## config.mk

```make
export PLATFORM = sky130hd
export DESIGN_NAME = uart_char_rx
export DESIGN_NICKNAME = d
export VERILOG_FILES = /design/src/rtl/uart_char_rx_pkg.sv /design/src/rtl/uart_char_rx_sync.sv /design/src/rtl/uart_char_rx_timer.sv /design/src/rtl/uart_char_rx_frame.sv /design/src/rtl/uart_char_rx.sv
export SDC_FILE = /design/constraint.sdc
export NUM_CORES = 1
export LEC_CHECK = 0
export ABC_CLOCK_PERIOD_IN_PS = 6350
export BUFFER_PORTS_ARGS = -buffer_cell sky130_fd_sc_hd__buf_4
export CAP_MARGIN = 20
export CORE_UTILIZATION = 38
export DETAILED_ROUTE_END_ITERATION = 7
export SYNTH_ARGS = -nofsm -noshare
export SYNTH_HDL_FRONTEND = slang
export SYNTH_SLANG_ARGS = --single-unit
```

## constraint.sdc

```tcl
create_clock -name clk -period 6.35 [get_ports clk]
set_input_delay 0.635 -clock clk [delete_from_list [all_inputs] [get_ports clk]]
set_output_delay 0.635 -clock clk [all_outputs]
set_load 0.03 [all_outputs]
```

## src/rtl/uart_char_rx_pkg.sv

```systemverilog
package uart_char_rx_pkg;

  typedef enum logic [2:0] {
    ST_IDLE,
    ST_START,
    ST_DATA,
    ST_PAR,
    ST_STOP1,
    ST_STOP2
  } rx_state_t;

  typedef struct packed {
    logic len8;
    logic par_en;
    logic par_odd;
    logic stop2;
  } rx_fmt_t;

  // XOR of the data bits that are in use for the selected length
  function automatic logic data_parity(input logic [7:0] d, input logic len8);
    logic [7:0] m;
    m = len8 ? d : {1'b0, d[6:0]};
    return ^m;
  endfunction

  // Even parity: data ones plus parity bit even; odd parity: odd
  function automatic logic parity_bad(input logic [7:0] d, input logic len8,
                                      input logic pbit, input logic odd);
    return (data_parity(d, len8) ^ pbit) != odd;
  endfunction

  // Counter load that lands the first sample at the middle of the start bit
  function automatic logic [15:0] half_load(input logic [15:0] period);
    return (period >> 1) - 16'd1;
  endfunction

  function automatic logic [2:0] last_index(input logic len8);
    return len8 ? 3'd7 : 3'd6;
  endfunction

endpackage

```

## src/rtl/uart_char_rx_sync.sv

```systemverilog
module uart_char_rx_sync #(
  parameter int STAGES = 2
) (
  input  logic clk,
  input  logic rst_n,
  input  logic d_in,
  output logic d_sync
);
  logic [STAGES-1:0] chain;

  generate
    for (genvar g = 0; g < STAGES; g++) begin : g_stage
      if (g == 0) begin : g_first
        always_ff @(posedge clk or negedge rst_n)
          if (!rst_n) chain[0] <= 1'b1;
          else        chain[0] <= d_in;
      end else begin : g_next
        always_ff @(posedge clk or negedge rst_n)
          if (!rst_n) chain[g] <= 1'b1;
          else        chain[g] <= chain[g-1];
      end
    end
  endgenerate

  assign d_sync = chain[STAGES-1];
endmodule

```

## src/rtl/uart_char_rx_timer.sv

```systemverilog
module uart_char_rx_timer
  import uart_char_rx_pkg::*;
#(
  parameter int CNT_W = 16
) (
  input  logic             clk,
  input  logic             rst_n,
  input  logic             restart,
  input  logic             active,
  input  logic [CNT_W-1:0] period,
  output logic             tick
);
  logic [CNT_W-1:0] per_q;
  logic [CNT_W-1:0] cnt;

  assign tick = active && (cnt == '0);

  always_ff @(posedge clk or negedge rst_n) begin
    if (!rst_n) begin
      per_q <= '0;
      cnt   <= '0;
    end else if (restart) begin
      per_q <= period;
      cnt   <= half_load(period);
    end else if (active) begin
      cnt <= tick ? per_q - 1'b1 : cnt - 1'b1;
    end
  end

  // after a tick the next one is a full period away
  p_tick_reload_r2: assert property (@(posedge clk) disable iff (!rst_n)
    (tick && !restart) |=> (cnt == per_q - 1'b1) || !active);
endmodule

```

## src/rtl/uart_char_rx_frame.sv

```systemverilog
module uart_char_rx_frame
  import uart_char_rx_pkg::*;
(
  input  logic       clk,
  input  logic       rst_n,
  input  logic       run,
  input  rx_fmt_t    fmt_in,
  input  logic       line_s,
  input  logic       bit_tick,
  output logic       restart,
  output logic       active,
  output logic [7:0] data_out,
  output logic       ready,
  output logic       par_err,
  output logic       fmt_err
);
  rx_state_t  state;
  rx_fmt_t    fmt_q;
  logic       line_d;
  logic [2:0] idx;
  logic [7:0] shreg;
  logic       pbit;

  logic start_hit, start_false, in_stop, stop_low, frame_done, par_wrong;

  assign start_hit   = run && (state == ST_IDLE) && line_d && !line_s;
  assign start_false = bit_tick && (state == ST_START) && line_s;
  assign in_stop     = (state == ST_STOP1) || (state == ST_STOP2);
  assign stop_low    = bit_tick && in_stop && !line_s;
  assign frame_done  = bit_tick && line_s &&
                       (((state == ST_STOP1) && !fmt_q.stop2) || (state == ST_STOP2));
  assign par_wrong   = fmt_q.par_en && parity_bad(shreg, fmt_q.len8, pbit, fmt_q.par_odd);
  assign restart     = start_hit;
  assign active      = run && (state != ST_IDLE);
  assign data_out    = shreg;

  always_ff @(posedge clk or negedge rst_n) begin
    if (!rst_n) begin
      state   <= ST_IDLE;
      fmt_q   <= '0;
      line_d  <= 1'b1;
      idx     <= '0;
      shreg   <= '0;
      pbit    <= 1'b0;
      ready   <= 1'b0;
      par_err <= 1'b0;
      fmt_err <= 1'b0;
    end else begin
      ready   <= 1'b0;
      par_err <= 1'b0;
      fmt_err <= 1'b0;
      line_d  <= line_s;
      if (!run) begin
        state <= ST_IDLE;
      end else begin
        case (state)
          ST_IDLE: if (start_hit) begin
            state <= ST_START;
            fmt_q <= fmt_in;
            shreg <= '0;
            idx   <= '0;
          end
          ST_START: if (bit_tick) state <= start_false ? ST_IDLE : ST_DATA;
          ST_DATA: if (bit_tick) begin
            shreg[idx] <= line_s;
            idx        <= idx + 3'd1;
            if (idx == last_index(fmt_q.len8))
              state <= fmt_q.par_en ? ST_PAR : ST_STOP1;
          end
          ST_PAR: if (bit_tick) begin
            pbit  <= line_s;
            state <= ST_STOP1;
          end
          ST_STOP1, ST_STOP2: if (bit_tick) begin
            if (stop_low) begin
              fmt_err <= 1'b1;
              state   <= ST_IDLE;
            end else if (frame_done) begin
              state <= ST_IDLE;
              if (par_wrong) par_err <= 1'b1;
              else           ready   <= 1'b1;
            end else begin
              state <= ST_STOP2;
            end
          end
          default: state <= ST_IDLE;
        endcase
      end
    end
  end

  // never two events together
  p_one_event_r10: assert property (@(posedge clk) disable iff (!rst_n)
    $onehot0({ready, par_err, fmt_err}));
  // events last one cycle
  p_pulse_once_r10: assert property (@(posedge clk) disable iff (!rst_n)
    (ready || par_err || fmt_err) |=> !(ready || par_err || fmt_err));
  // a stopped receiver raises nothing
  p_run_off_r9: assert property (@(posedge clk) disable iff (!rst_n)
    !run |=> !(ready || par_err || fmt_err));
  // parity errors only with parity in the captured format
  p_par_off_r6: assert property (@(posedge clk) disable iff (!rst_n)
    par_err |-> fmt_q.par_en);
  // results only follow a bit timing tick
  p_ready_on_tick_r2: assert property (@(posedge clk) disable iff (!rst_n)
    (ready || fmt_err || par_err) |-> $past(bit_tick));
endmodule

```

## src/rtl/uart_char_rx.sv

```systemverilog
module uart_char_rx
  import uart_char_rx_pkg::*;
#(
  parameter int BAUD_W      = 16,
  parameter int SYNC_STAGES = 2
) (
  input  logic              clk,
  input  logic              rst_n,
  input  logic              cfg_run,
  input  logic              cfg_len8,
  input  logic              cfg_par_en,
  input  logic              cfg_par_odd,
  input  logic              cfg_stop2,
  input  logic [BAUD_W-1:0] cfg_clks_per_bit,
  input  logic              line_in,
  output logic [7:0]        rx_byte,
  output logic              rx_ready,
  output logic              rx_par_err,
  output logic              rx_fmt_err
);
  logic    line_s, bit_tick, restart, active;
  rx_fmt_t fmt_in;

  assign fmt_in = '{len8: cfg_len8, par_en: cfg_par_en,
                    par_odd: cfg_par_odd, stop2: cfg_stop2};

  uart_char_rx_sync #(.STAGES(SYNC_STAGES)) sync_i (
    .clk(clk), .rst_n(rst_n), .d_in(line_in), .d_sync(line_s));

  uart_char_rx_timer #(.CNT_W(BAUD_W)) timer_i (
    .clk(clk), .rst_n(rst_n), .restart(restart), .active(active),
    .period(cfg_clks_per_bit), .tick(bit_tick));

  uart_char_rx_frame frame_i (
    .clk(clk), .rst_n(rst_n), .run(cfg_run), .fmt_in(fmt_in),
    .line_s(line_s), .bit_tick(bit_tick), .restart(restart), .active(active),
    .data_out(rx_byte), .ready(rx_ready), .par_err(rx_par_err),
    .fmt_err(rx_fmt_err));

  // no event straight out of reset
  p_reset_quiet_r1: assert property (@(posedge clk)
    !$past(rst_n) |-> !(rx_ready || rx_par_err || rx_fmt_err));
endmodule

```

### Word-level counts from Yosys, hierarchy flattened

Cells that the tools add are included.

* word-level logic and storage cells: 109
* input bits: 24
* output and inout port bits: 11
* register bits after elaboration: 57

* eq/ne operators: 15
* bitwise logic cells: 1
* magnitude comparators: 2
* reductions and logical operators: 29
* add/sub/neg operators: 4
* muxes and demuxes: 42

Operator list (count)
* 16-bit 2-to-1 mux: 3
* 3-bit 2-to-1 mux: 12
* 16-bit by 1-bit subtractor with 16-bit output, second input constant: 2
* 8-bit 2-to-1 mux: 3
* 1-bit 2-to-1 mux: 18
* 3-bit by 2-bit != test with 1-bit output, second input constant: 6
* 16-bit logical NOT: 1
* 8-bit case mux with 2 select lines: 1
* 15-bit by 1-bit subtractor with 16-bit output, second input constant: 1
* 3-bit case mux with 5 select lines: 1
* 1-bit logical AND: 14
* 8-bit bitwise mux: 1
* 8-bit parity: 1
* 3-bit by 2-bit equality test with 1-bit output, second input constant: 2
* 3-bit equality test, second input constant: 2
* 3-bit case mux with 2 select lines: 1
* 3-bit AND reduction: 2
* 6-bit AND reduction: 1
* 3-bit by 4-bit < comparator with 1-bit output, second input constant: 1
* 2-bit by 1-bit != test with 1-bit output, second input constant: 2
* 4-bit AND reduction: 1
* 2-bit nonzero test: 2
* 3-bit by 1-bit adder with 3-bit output, second input constant: 1
* 1-bit demux with 3-bit select: 1
* 11 further kinds: 13

### Depth between registers and ports, before layout

Gate-level depths: netlist of the first run.

* depth after elaboration: 11
* mapped depth: 16
* gate-level depth less buffers: 11

### Hierarchy

From an unflattened synthesis of the first run, not the netlist that was laid out.

* cells, all modules: 366
* area total of the unflattened synthesis: 3330.7 µm²

By module, submodules not included
* uart_char_rx_timer: cells an instance 240, area each 2004.4 µm², instances 1, sequential area each 800.8 µm²
* uart_char_rx_frame: cells an instance 124, area each 1273.7 µm², instances 1, sequential area each 576.8 µm²
* uart_char_rx_sync: cells an instance 2, area each 52.6 µm², instances 1, sequential area each 52.6 µm²

### Worst setup path before layout of the first run

No wires, ideal clock.

* path kind: input port to flip-flop
* from: input cfg_run
* to: register timer_i.cnt[4]
* data arrival time: 3180 ps
* required time: 6229 ps
* stages: 15
* setup slack: 3049 ps
* library setup time: 121 ps
* cells stage by stage: clkbuf_1 > and3_1 > buf_2 > clkbuf_1 > clkbuf_1 > clkbuf_1 > nand2_1 > nand2_1 > a21oi_1 > ha_1 > o211ai_1 > nor2_1 > a211oi_1 > a311oi_1 > o22a_1

* cells in the longest elaborated chain, start to end: 5
* elaborated cells between the ends (all ways): 9
* classes of those cells: mux: 3; reduce/logical: 6

Ends and longest elaborated chain
* from (decl): RTL line uart_char_rx.sv:9 `input logic cfg_run,`
* 1-bit logical AND: RTL line uart_char_rx_frame.sv:34 `assign active = run && (state != ST_IDLE);`
* 1-bit logical AND: RTL line uart_char_rx_timer.sv:16 `assign tick = active && (cnt == '0);`
* 16-bit 2-to-1 mux: RTL line uart_char_rx_timer.sv:26 `cnt <= tick ? per_q - 1'b1 : cnt - 1'b1;`
* 16-bit 2-to-1 mux: RTL line uart_char_rx_timer.sv:25 `end else if (active) begin`
* 16-bit 2-to-1 mux: RTL line uart_char_rx_timer.sv:22 `end else if (restart) begin`
* to (signal assigned): RTL line uart_char_rx_timer.sv:24 `cnt <= half_load(period);`
* to (signal assigned): RTL line uart_char_rx_timer.sv:26
* to (decl): RTL line uart_char_rx_timer.sv:14 `logic [CNT_W-1:0] cnt;`

Several ways; a longest one is shown, not always the timed one. The select of a mux whose other input is x is not followed.
A chain may end at the register's enable or synchronous reset.

### Worst setup path in the final report of the first run

* from: register frame_i.state[2]
* to: register timer_i.cnt[15]

* cells in the longest elaborated chain, start to end: 6
* elaborated cells between the ends (all ways): 11
* classes of those cells: mux: 3; reduce/logical: 8

Ends and longest elaborated chain
* from (decl): RTL line uart_char_rx_frame.sv:17 `rx_state_t state;`
* from (signal assigned): RTL line uart_char_rx_frame.sv:63 `ST_START: if (bit_tick) state <= start_false ? ST_IDLE : ST_DATA;`
* from (signal assigned): RTL line uart_char_rx_frame.sv:68 `state <= fmt_q.par_en ? ST_PAR : ST_STOP1;`
* 3-bit nonzero test: RTL line uart_char_rx_frame.sv:34
* 1-bit logical AND: RTL line uart_char_rx_frame.sv:34
* 1-bit logical AND: RTL line uart_char_rx_timer.sv:16
* 16-bit 2-to-1 mux: RTL line uart_char_rx_timer.sv:26
* 16-bit 2-to-1 mux: RTL line uart_char_rx_timer.sv:25
* 16-bit 2-to-1 mux: RTL line uart_char_rx_timer.sv:22

Several ways; a longest one is shown, not always the timed one. The select of a mux whose other input is x is not followed.

==> results of run 1 <==
-- logic make-up after synthesis --
kind of cell             Yosys count  share of synthesized area
adder cells (fa/ha/maj)            2                    0.00805
flip-flops                        57                      0.460
buffers and inverters             25                     0.0338
multiplexers                       9                     0.0306
AO/OA/AOI/OAI                     80                      0.166
XOR/XNOR                          22                     0.0620
AND/OR/NAND/NOR                  167                      0.239
-- layout by cell type (no fill, tap or decap), types with 4 or more instances in the layout --
cell type / Yosys / layout
nand4_1: 4 / 4
mux2_2: 4 / 4
o21ai_0: 26 / 25
a21oi_1: 14 / 14
dfrtp_1: 54 / 54
o21a_1: 4 / 4
xnor2_1: 13 / 13
nor4_1: 6 / 6
nand3_1: 4 / 4
nor3b_1: 5 / 5
clkbuf_8: 0 / 11
o211ai_1: 8 / 8
buf_4: 0 / 37
xor2_1: 9 / 9
o21ai_1: 5 / 6
inv_1: 5 / 5
nor3_1: 7 / 7
mux2i_1: 5 / 5
nand2_1: 105 / 105
nor2_1: 21 / 21
-- registers in the layout (all words and copies together) (netlist names), 3 cells and up --
| register | count |
|---|---|
| timer_i.cnt | 16 |
| frame_i.data_out | 8 |
| frame_i.idx | 3 |
| frame_i.fmt_q | 4 |
| timer_i.per_q | 16 |
| frame_i.state | 3 |
-- power by group --
part	switching, uW	leakage, uW	internal (uW)
clock network	148	0.000114	242
logic	290	0.000773	205
registers	107	0.000730	478
total	546	0.00162	926
-- per-layer routing --
metal	GRT usage	vias up
met2	0.285	76
met3	0.0411	9
met5	0	-
li1	-	1308
met4	0.0807	0
met1	0.265	1262
-- worst max-delay path by stage --
stage | start | endpoint
floorplan | cfg_run | timer_i.cnt[4]$_DFFE_PN0P_
global placement | cfg_run | timer_i.cnt[15]$_DFFE_PN0P_
detailed placement | cfg_run | timer_i.cnt[15]$_DFFE_PN0P_
CTS | frame_i.state[2]$_DFFE_PN0P_ | timer_i.cnt[15]$_DFFE_PN0P_
global route | frame_i.state[2]$_DFFE_PN0P_ | timer_i.cnt[15]$_DFFE_PN0P_
finish | frame_i.state[2]$_DFFE_PN0P_ | timer_i.cnt[15]$_DFFE_PN0P_
-- final cells by class --
class	count	area share
sequential	57	0.392
tap	102	0.0350
multi-input combinational	280	0.431
clock inverter	3	0.0178
timing repair buffer	37	0.0761
inverter	5	0.00514
clock buffer	13	0.0435
-- metrics by stage --
stage / setup slack (ps) / util / cells
after floorplan: 3050 / - / 362
after global placement: 2990 / 0.439 / 481
after detailed placement: 2930 / 0.439 / 481
after CTS: 2970 / 0.467 / 497
after global routing: 2580 / 0.467 / 497
final: 2970 / 0.467 / 497
-- critical path: stages, from the launching register on --
cell	delay [ps]
dfrtp_1	460
nor3_1	260
nand3_1	460
buf_4	410
o21ai_0	180
a41oi_1	160
nor3_1	580
nand4_1	280
o21bai_1	230
a31oi_1	170
o21ai_1	80
==> flow_metrics.py, run 1 <==
metrics = {
    "logic_synthesis": {
        "netlist_instances": 362,
        "synth_nets": 388,
        "ys.flop_type": "dfrtp_1",
        "syn_area_sq_um": 3110,
        "syn_area_per_cell_sq_um": 8.58,
        "synth.top_cell.area_share": 0.435,
        "ys_top_cells_by_area": "dfrtp_1, nand2_1, o21ai_0, xnor2_1, dfstp_2",
        "synth_area_leader_cell": "dfrtp_1",
        "ys_seq_area_frac": 0.460,
        "ys_async_sr_fraction": 1.00,
        "synth.distinct_cells": 51,
        "synth_most_common_cell": "nand2_1",
        "synth_edf_count": 0,
        "ys_seq_elements": 57,
        "synth_top_cells_by_count": "nand2_1, dfrtp_1, o21ai_0, nor2_1, clkbuf_1",
        "yosysWarningCount": 0,
    },
    "layout": {
        "fin_nets": 416,
        "diodes": 0,
        "stdcell_area_sq_um": 3650,
        "fillers": 789,
        "multiInputGateArea_sq_um": 1570,
        "regArea_sq_um": 1430,
        "area_growth_pct": 17.5,
        "drive_above_1_share": 0.162,
    },
    "timing": {
        "maxSlewViolCount": 0,
        "tns_ps": 0,
        "fmax_mhz": 295,
        "finalCritPeriodShare": 0.533,
        "skew_ps": 12.8,
        "final_hold_viol_count": 0,
        "fin_crit_ps": 3380,
        "relSlewSlack": 0.516,
        "whs_ps": 348,
        "rsz0062_at_grt": "false",
        "finalSetupViolCount": 0,
        "tightest_slew_ps": 725,
    },
    "die": {
        "die_w_um": 92.4,
        "num_rows": 32,
        "ioPinCount": 35,
        "die_area_sq_um": 8540,
        "die_h_um": 92.4,
        "core_area_sq_um": 7810,
        "initial_core_util": 0.398,
    },
    "power": {
        "peakVddDrop_v": 0.000126,
        "static-leakage-power_uw": 0.00162,
        "total_power_uw": 1470,
        "power_density_nw_per_um2": 403,
    },
    "setup_path": {
        "startpoint_type": "flip-flop",
        "r2r-end": "timer_i.cnt[15]$_DFFE_PN0P_",
        "timing.rr.start": "frame_i.state[2]$_DFFE_PN0P_",
        "r2r_slack_ps": 2970,
        "worstRegToRegCells": 10,
        "end_kind": "flip-flop",
        "crit_fanout": 28,
        "arrival_ps": 3610,
        "required_ps": 6580,
        "path_class": "flip-flop to flip-flop",
    },
    "clocking": {
        "cts_setup_buffers": 0,
        "cts.path.max_buffers": 2,
        "ctsHoldBuffers": 0,
        "cts-resized-gates": 0,
        "htreeDepth": 3,
        "cts_buffers": 9,
        "cts.sinks": 57,
        "insertion_delay_ps": 340,
        "clk_pin_slew_ps": 70,
        "cts_tree": "yes",
        "root_buffer": "clkbuf_8",
    },
    "route": {
        "vias_per_cell": 5.34,
        "met1Wirelength_um": 3510,
        "via_count": 2655,
        "highest_layer": "met4",
        "dr.pass1.iters": 4,
        "totalWireLength_um": 7310,
        "drc": 0,
        "route.antenna.remaining_nets": 0,
        "routedWlPerCell_um": 14.7,
        "drtIter0Drc": 163,
        "routed-wl-met2_um": 3190,
        "dr_wl_met3_um": 501,
    },
    "placed_design": {
        "place.gp.congestion": 0.779,
        "post_dp_cell_area_sq_um": 3430,
        "hpwl_um": 5040,
        "portBuffers": 34,
    },
    "grt": {
        "overflow": 0,
        "grt_pass1_wl_um": 12600,
        "first_global_vias": 2539,
        "antenna_found_initial": 0,
        "grt_use_total": 0.191,
        "grt_max_degree": 58,
    },
    "run": {
        "max_cap_viol_count": 0,
    },
    "outcome": {
        "status": "completed",
    },
    "min_path": {
        "hold_path_class": "input pin to async pin",
    },
}
(Power assumes the default switching activity.)
==> run 2, diff against run 1 <==
--- a/config.mk
+++ b/config.mk
@@ -5,7 +5,7 @@
 export SDC_FILE = /design/constraint.sdc
 export NUM_CORES = 1
 export LEC_CHECK = 0
-export ABC_CLOCK_PERIOD_IN_PS = 6350
+export ABC_CLOCK_PERIOD_IN_PS = 2700
 export BUFFER_PORTS_ARGS = -buffer_cell sky130_fd_sc_hd__buf_4
 export CAP_MARGIN = 20
 export CORE_UTILIZATION = 38
==> constraint.sdc (replaced) <==
create_clock -name clk -period 2.7 [get_ports clk]
set_input_delay 0.27 -clock clk [delete_from_list [all_inputs] [get_ports clk]]
set_output_delay 0.27 -clock clk [all_outputs]
set_load 0.03 [all_outputs]
==> run 2 against run 1 <==
The flow now finishes with violations (hold timing). Non-clock buffer count is 22 higher. Total power grew to 2.5 times the previous value. Die area stayed put. Fmax increased by 33%. First-iteration DRC count grew 26%. Wire length rose by 6.8%. Critical endpoint unchanged.
==> flow_metrics.py, run 2 (synthesized netlist as in run 1, its figures left out) <==
metrics = {
    "outcome": {
        "status": "complete, but fails checks",
        "violations": "hold timing",
    },
    "grt": {
        "first_global_vias": 2644,
        "grt_use_total": 0.197,
        "overflow": 0,
        "grt_max_degree": 58,
        "grt_pass1_wl_um": 13100,
        "antenna_found_initial": 0,
    },
    "die": {
        "die_area_sq_um": 8540,
        "initial_core_util": 0.398,
        "die_h_um": 92.4,
        "core_area_sq_um": 7810,
        "die_w_um": 92.4,
        "ioPinCount": 35,
        "num_rows": 32,
    },
    "timing": {
        "tightest_slew_ps": 723,
        "maxSlewViolCount": 0,
        "final_hold_viol_count": 23,
        "fmax_mhz": 392,
        "skew_ps": 8.64,
        "fin_crit_ps": 2550,
        "whs_ps": -8.88,
        "finalCritPeriodShare": 0.946,
        "relSlewSlack": 0.518,
        "finalSetupViolCount": 0,
    },
    "setup_path": {
        "critPathCapture": "timer_i.cnt[15]$_DFFE_PN0P_",
        "path_class": "flip-flop to flip-flop",
        "startpoint_type": "flip-flop",
        "worstRegToRegCells": 9,
        "timing.rr.start": "frame_i.state[2]$_DFFE_PN0P_",
        "required_ps": 2920,
        "arrival_ps": 2770,
        "r2r-end": "timer_i.cnt[15]$_DFFE_PN0P_",
        "end_kind": "flip-flop",
        "r2r_slack_ps": 150,
        "crit_fanout": 4,
        "crit_path_start": "frame_i.state[2]$_DFFE_PN0P_",
    },
    "power": {
        "power_density_nw_per_um2": 959,
        "static-leakage-power_uw": 0.00175,
        "peakVddDrop_v": 0.000358,
    },
    "layout": {
        "fillers": 765,
        "diodes": 0,
        "area_growth_pct": 25.2,
        "final_core_util": 0.498,
        "stdcell_area_sq_um": 3890,
        "layout_common_cells": "nand2_1, buf_4, dfrtp_1",
        "layout_commonest_cell": "nand2_1",
        "fin_nets": 438,
        "drive_above_1_share": 0.230,
    },
    "route": {
        "dr.pass1.iters": 4,
        "vias_per_cell": 5.29,
        "highest_layer": "met4",
        "drc": 0,
        "totalWireLength_um": 7810,
        "met1Wirelength_um": 3830,
        "routed-wl-met2_um": 3500,
        "drtIter0Drc": 205,
        "routedWlPerCell_um": 15.1,
        "dr_wl_met3_um": 331,
        "route.antenna.remaining_nets": 0,
        "via_count": 2747,
    },
    "placed_design": {
        "place.gp.congestion": 0.852,
        "portBuffers": 34,
        "post_dp_cell_area_sq_um": 3590,
        "hpwl_um": 5530,
    },
    "clocking": {
        "cts.sinks": 57,
        "ctsHoldBuffers": 0,
        "cts_buffers": 9,
        "cts_tree": "yes",
        "insertion_delay_ps": 340,
        "root_buffer": "clkbuf_8",
        "cts.path.max_buffers": 2,
        "htreeDepth": 3,
        "clk_pin_slew_ps": 70,
    },
    "min_path": {
        "hold_path_class": "input pin to async pin",
    },
    "run": {
        "max_cap_viol_count": 0,
    },
}
==> run 2: area by class of cell <==
cell class | instances | area (sq um) | area share
Clock buffer | 11 | 131 | 0.0338
Inverter | 5 | 18.8 | 0.00482
Sequential cell | 57 | 1430 | 0.368
Multi-Input combinational cell | 280 | 1620 | 0.417
Timing Repair Buffer | 59 | 455 | 0.117
Clock inverter | 5 | 104 | 0.0267
Tap cell | 102 | 128 | 0.0328
==> run 2: how the worst min path moves through the flow <==
| stage | slack, ps | to |
|---|---|---|
| floorplan | -30 | frame_i.data_out[0]$_DFFE_PN0P_ |
| global placement | 350 | sync_i.d_sync$_DFF_PN1_ |
| detailed placement | 350 | sync_i.d_sync$_DFF_PN1_ |
| CTS | 20 | frame_i.idx[1]$_DFFE_PN0P_ |
| global route | 20 | sync_i.chain[0]$_DFF_PN1_ |
| finish | -9 | frame_i.fmt_q[0]$_DFFE_PN0P_ |
==> run 2: worst max-delay path, stage by stage (launching register included) <==
cell and delay [ps]:
dfrtp_1 400, or3_4 400, and4_4 180, and2_4 170, a211o_1 300, a211oi_4 350
nand4_1 220, o21bai_1 210, a31oi_1 120, o21ai_1 80
==> run 2: what timing repair did <==
item | CTS | global route
setup buffers | 0 | 3
gates resized for setup | 0 | 10
endpoints found under the setup margin | 0 | 6
==> run 2: where the power goes <==
group	internal [uW]	switching, uW	leakage [uW]
registers	1120	231	0.000730
logic	623	781	0.000905
clock network	614	358	0.000118
==> run 2: metrics by stage <==
stage	worst slack [ps]	hold WS [ps]	TNS [ps]	std cells	total power (uW)
2_1_floorplan	0.640	-25.6	0	362	2250
6_report	147	-8.88	0	519	3730
3_5_place_dp	69.3	347	0	500	2680
4_1_cts	33.4	16.8	0	516	3670
5_1_grt	-2.67	24.2	-2.67	519	4000
3_3_place_gp	58.8	345	0	500	2670
==> run 2: layer usage <==
metal,global-route usage,up-vias
met1,0.280,1320
met2,0.290,65
met3,0.0320,11
met5,0,-
met4,0.0924,0
li1,-,1351
==> run 3, diff against run 2 <==
--- a/config.mk
+++ b/config.mk
@@ -9,6 +9,7 @@
 export BUFFER_PORTS_ARGS = -buffer_cell sky130_fd_sc_hd__buf_4
 export CAP_MARGIN = 20
 export CORE_UTILIZATION = 38
+export CTS_BUF_LIST = sky130_fd_sc_hd__clkbuf_2 sky130_fd_sc_hd__clkbuf_4 sky130_fd_sc_hd__clkbuf_8
 export DETAILED_ROUTE_END_ITERATION = 7
 export SYNTH_ARGS = -nofsm -noshare
 export SYNTH_HDL_FRONTEND = slang
==> run 3 against run 2 <==
The run still ends with hold timing left. Non-clock buffer count is the same. Sequential share of layout area shrank 0.071 points. Global-route usage is the same. Clock power grew 2.1%. Critical path depth is the same. Combinational power is essentially flat. Critical path type unchanged. Largest cell class unchanged.
==> flow_metrics.py, run 3 (synthesized netlist as in run 1, its figures left out) <==
metrics = {
    "outcome": {
        "status": "complete, but fails checks",
        "violations": "hold timing",
    },
    "layout": {
        "fin_cells": 519,
        "drive_above_1_share": 0.235,
        "layout_commonest_cell": "nand2_1",
        "layout_common_cells": "nand2_1, buf_4, dfrtp_1",
        "fillers": 764,
        "stdcell_area_sq_um": 3900,
        "area_growth_pct": 25.5,
        "fin_nets": 438,
        "diodes": 0,
        "final_core_util": 0.499,
    },
    "route": {
        "routedWlPerCell_um": 14.9,
        "vias_per_cell": 5.28,
        "drc": 0,
        "drtIter0Drc": 214,
        "route.antenna.remaining_nets": 0,
        "dr.pass1.iters": 4,
        "totalWireLength_um": 7710,
        "via_count": 2739,
    },
    "power": {
        "power_density_nw_per_um2": 961,
        "switching_share": 0.364,
        "p_sw_uw": 1360,
        "peakVddDrop_v": 0.000363,
        "p_clk_frac": 0.265,
        "total_power_uw": 3750,
        "seqPwrFrac": 0.361,
        "p_int_uw": 2380,
        "static-leakage-power_uw": 0.00176,
        "power_frac_comb": 0.374,
    },
    "setup_path": {
        "arrival_ps": 2780,
        "r2r_slack_ps": 130,
        "timing.rr.start": "frame_i.state[2]$_DFFE_PN0P_",
        "cp_slowest_stage_delay_ps": 400,
        "critPathBufInv": 0,
        "path_class": "flip-flop to flip-flop",
        "required_ps": 2920,
        "crit_path_start": "frame_i.state[2]$_DFFE_PN0P_",
        "r2r-end": "timer_i.cnt[15]$_DFFE_PN0P_",
        "crit_chain": "or3_4, and4_4, and2_4, a211o_1, a211oi_4, nand4_1, o21bai_1, a31oi_1, o21ai_1",
        "crit_fanout": 4,
        "critPathCapture": "timer_i.cnt[15]$_DFFE_PN0P_",
        "worstRegToRegCells": 9,
        "critPathTopFamily": "compound AO/OA/AOI/OAI gates",
        "cp.depth": 9,
        "startpoint_type": "flip-flop",
        "end_kind": "flip-flop",
        "crit_slowest_cell": "dfrtp_1",
    },
    "placed_design": {
        "post_dp_cell_area_sq_um": 3590,
        "portBuffers": 34,
        "place.gp.congestion": 0.852,
        "place_inst": 500,
        "hpwl_um": 5530,
    },
    "clocking": {
        "root_buffer": "clkbuf_8",
        "cts_tree": "yes",
        "insertion_delay_ps": 340,
        "clk_pin_slew_ps": 70,
        "htreeDepth": 3,
        "cts.path.max_buffers": 2,
        "ctsHoldBuffers": 0,
        "cts_buffers": 9,
        "cts.sinks": 57,
    },
    "timing": {
        "final_hold_viol_count": 5,
        "finalSetupViolCount": 0,
        "relSlewSlack": 0.511,
        "tns_ps": 0,
        "fmax_mhz": 389,
        "tightest_slew_ps": 733,
        "whs_ps": -2.87,
        "maxSlewViolCount": 0,
        "finalCritPeriodShare": 0.951,
        "skew_ps": 10.1,
        "fin_crit_ps": 2570,
    },
    "grt": {
        "grt_pass1_wl_um": 13100,
        "grt_max_degree": 58,
        "grt_use_total": 0.197,
        "antenna_found_initial": 0,
        "first_global_vias": 2644,
        "overflow": 0,
    },
    "die": {
        "core_area_sq_um": 7810,
        "die_h_um": 92.4,
        "ioPinCount": 35,
        "die_w_um": 92.4,
        "num_rows": 32,
        "initial_core_util": 0.398,
        "die_area_sq_um": 8540,
    },
    "min_path": {
        "hold_path_class": "input pin to async pin",
    },
    "run": {
        "max_cap_viol_count": 0,
    },
}
[run 3: cell counts in the layout (fill, tap and decap cells not counted)]
Identical to the previous run, type by type.
[run 3: metal layers]
layer	track usage	wire [um]	vias to the layer above
met3	0.0320	384	12
met5	0	0	-
met4	0.0924	146	0
li1	-	-	1351
met1	0.280	3770	1304
met2	0.290	3420	72
[run 3: timing repair]
action                     CTS  global route
resized for setup            0            10
setup buffers                0             3
setup endpoints to repair    0             6
[run 3: how the worst min path moves through the flow]
stage | end | slack [ps] | start
finish | frame_i.fmt_q[0]$_DFFE_PN0P_ | -3 | rst_n
global route | sync_i.chain[0]$_DFF_PN1_ | 20 | line_in
CTS | frame_i.idx[1]$_DFFE_PN0P_ | 20 | rst_n
detailed placement | sync_i.d_sync$_DFF_PN1_ | 350 | sync_i.chain[0]$_DFF_PN1_
global placement | sync_i.d_sync$_DFF_PN1_ | 350 | sync_i.chain[0]$_DFF_PN1_
floorplan | frame_i.data_out[0]$_DFFE_PN0P_ | -30 | rst_n
[run 3: layout make-up]
type                       count  area [sq um]  area share
multi-input combinational    280          1620       0.416
sequential                    57          1430       0.367
timing repair buffer          59           455       0.117
clock buffer                  11           139      0.0356
tap                          102           128      0.0327
clock inverter                 5           104      0.0266
inverter                       5          18.8     0.00482
[run 3: power by group through the flow]
stage / Sequential, uW / Combinational [uW] / Clock [uW]
after floorplan: 1300 / 947 / 0
after global placement: 1360 / 1310 / 0
after detailed placement: 1360 / 1330 / 0
after CTS: 1340 / 1340 / 1010
after global routing: 1390 / 1580 / 1040
final: 1350 / 1400 / 992
[run 3: worst reg2reg max path, stage by stage (launching register included)]
cell	delay, ps
dfrtp_1	400
or3_4	410
and4_4	180
and2_4	170
a211o_1	300
a211oi_4	360
nand4_1	220
o21bai_1	210
a31oi_1	120
o21ai_1	80
[run 3: stage by stage]
stage / hold WS (ps) / setup slack, ps
final: -2.87 / 132
after global routing: 24.2 / -2.67
after CTS: 16.7 / 33.4
after detailed placement: 347 / 69.3
after global placement: 345 / 58.8
after floorplan: -25.6 / 0.640
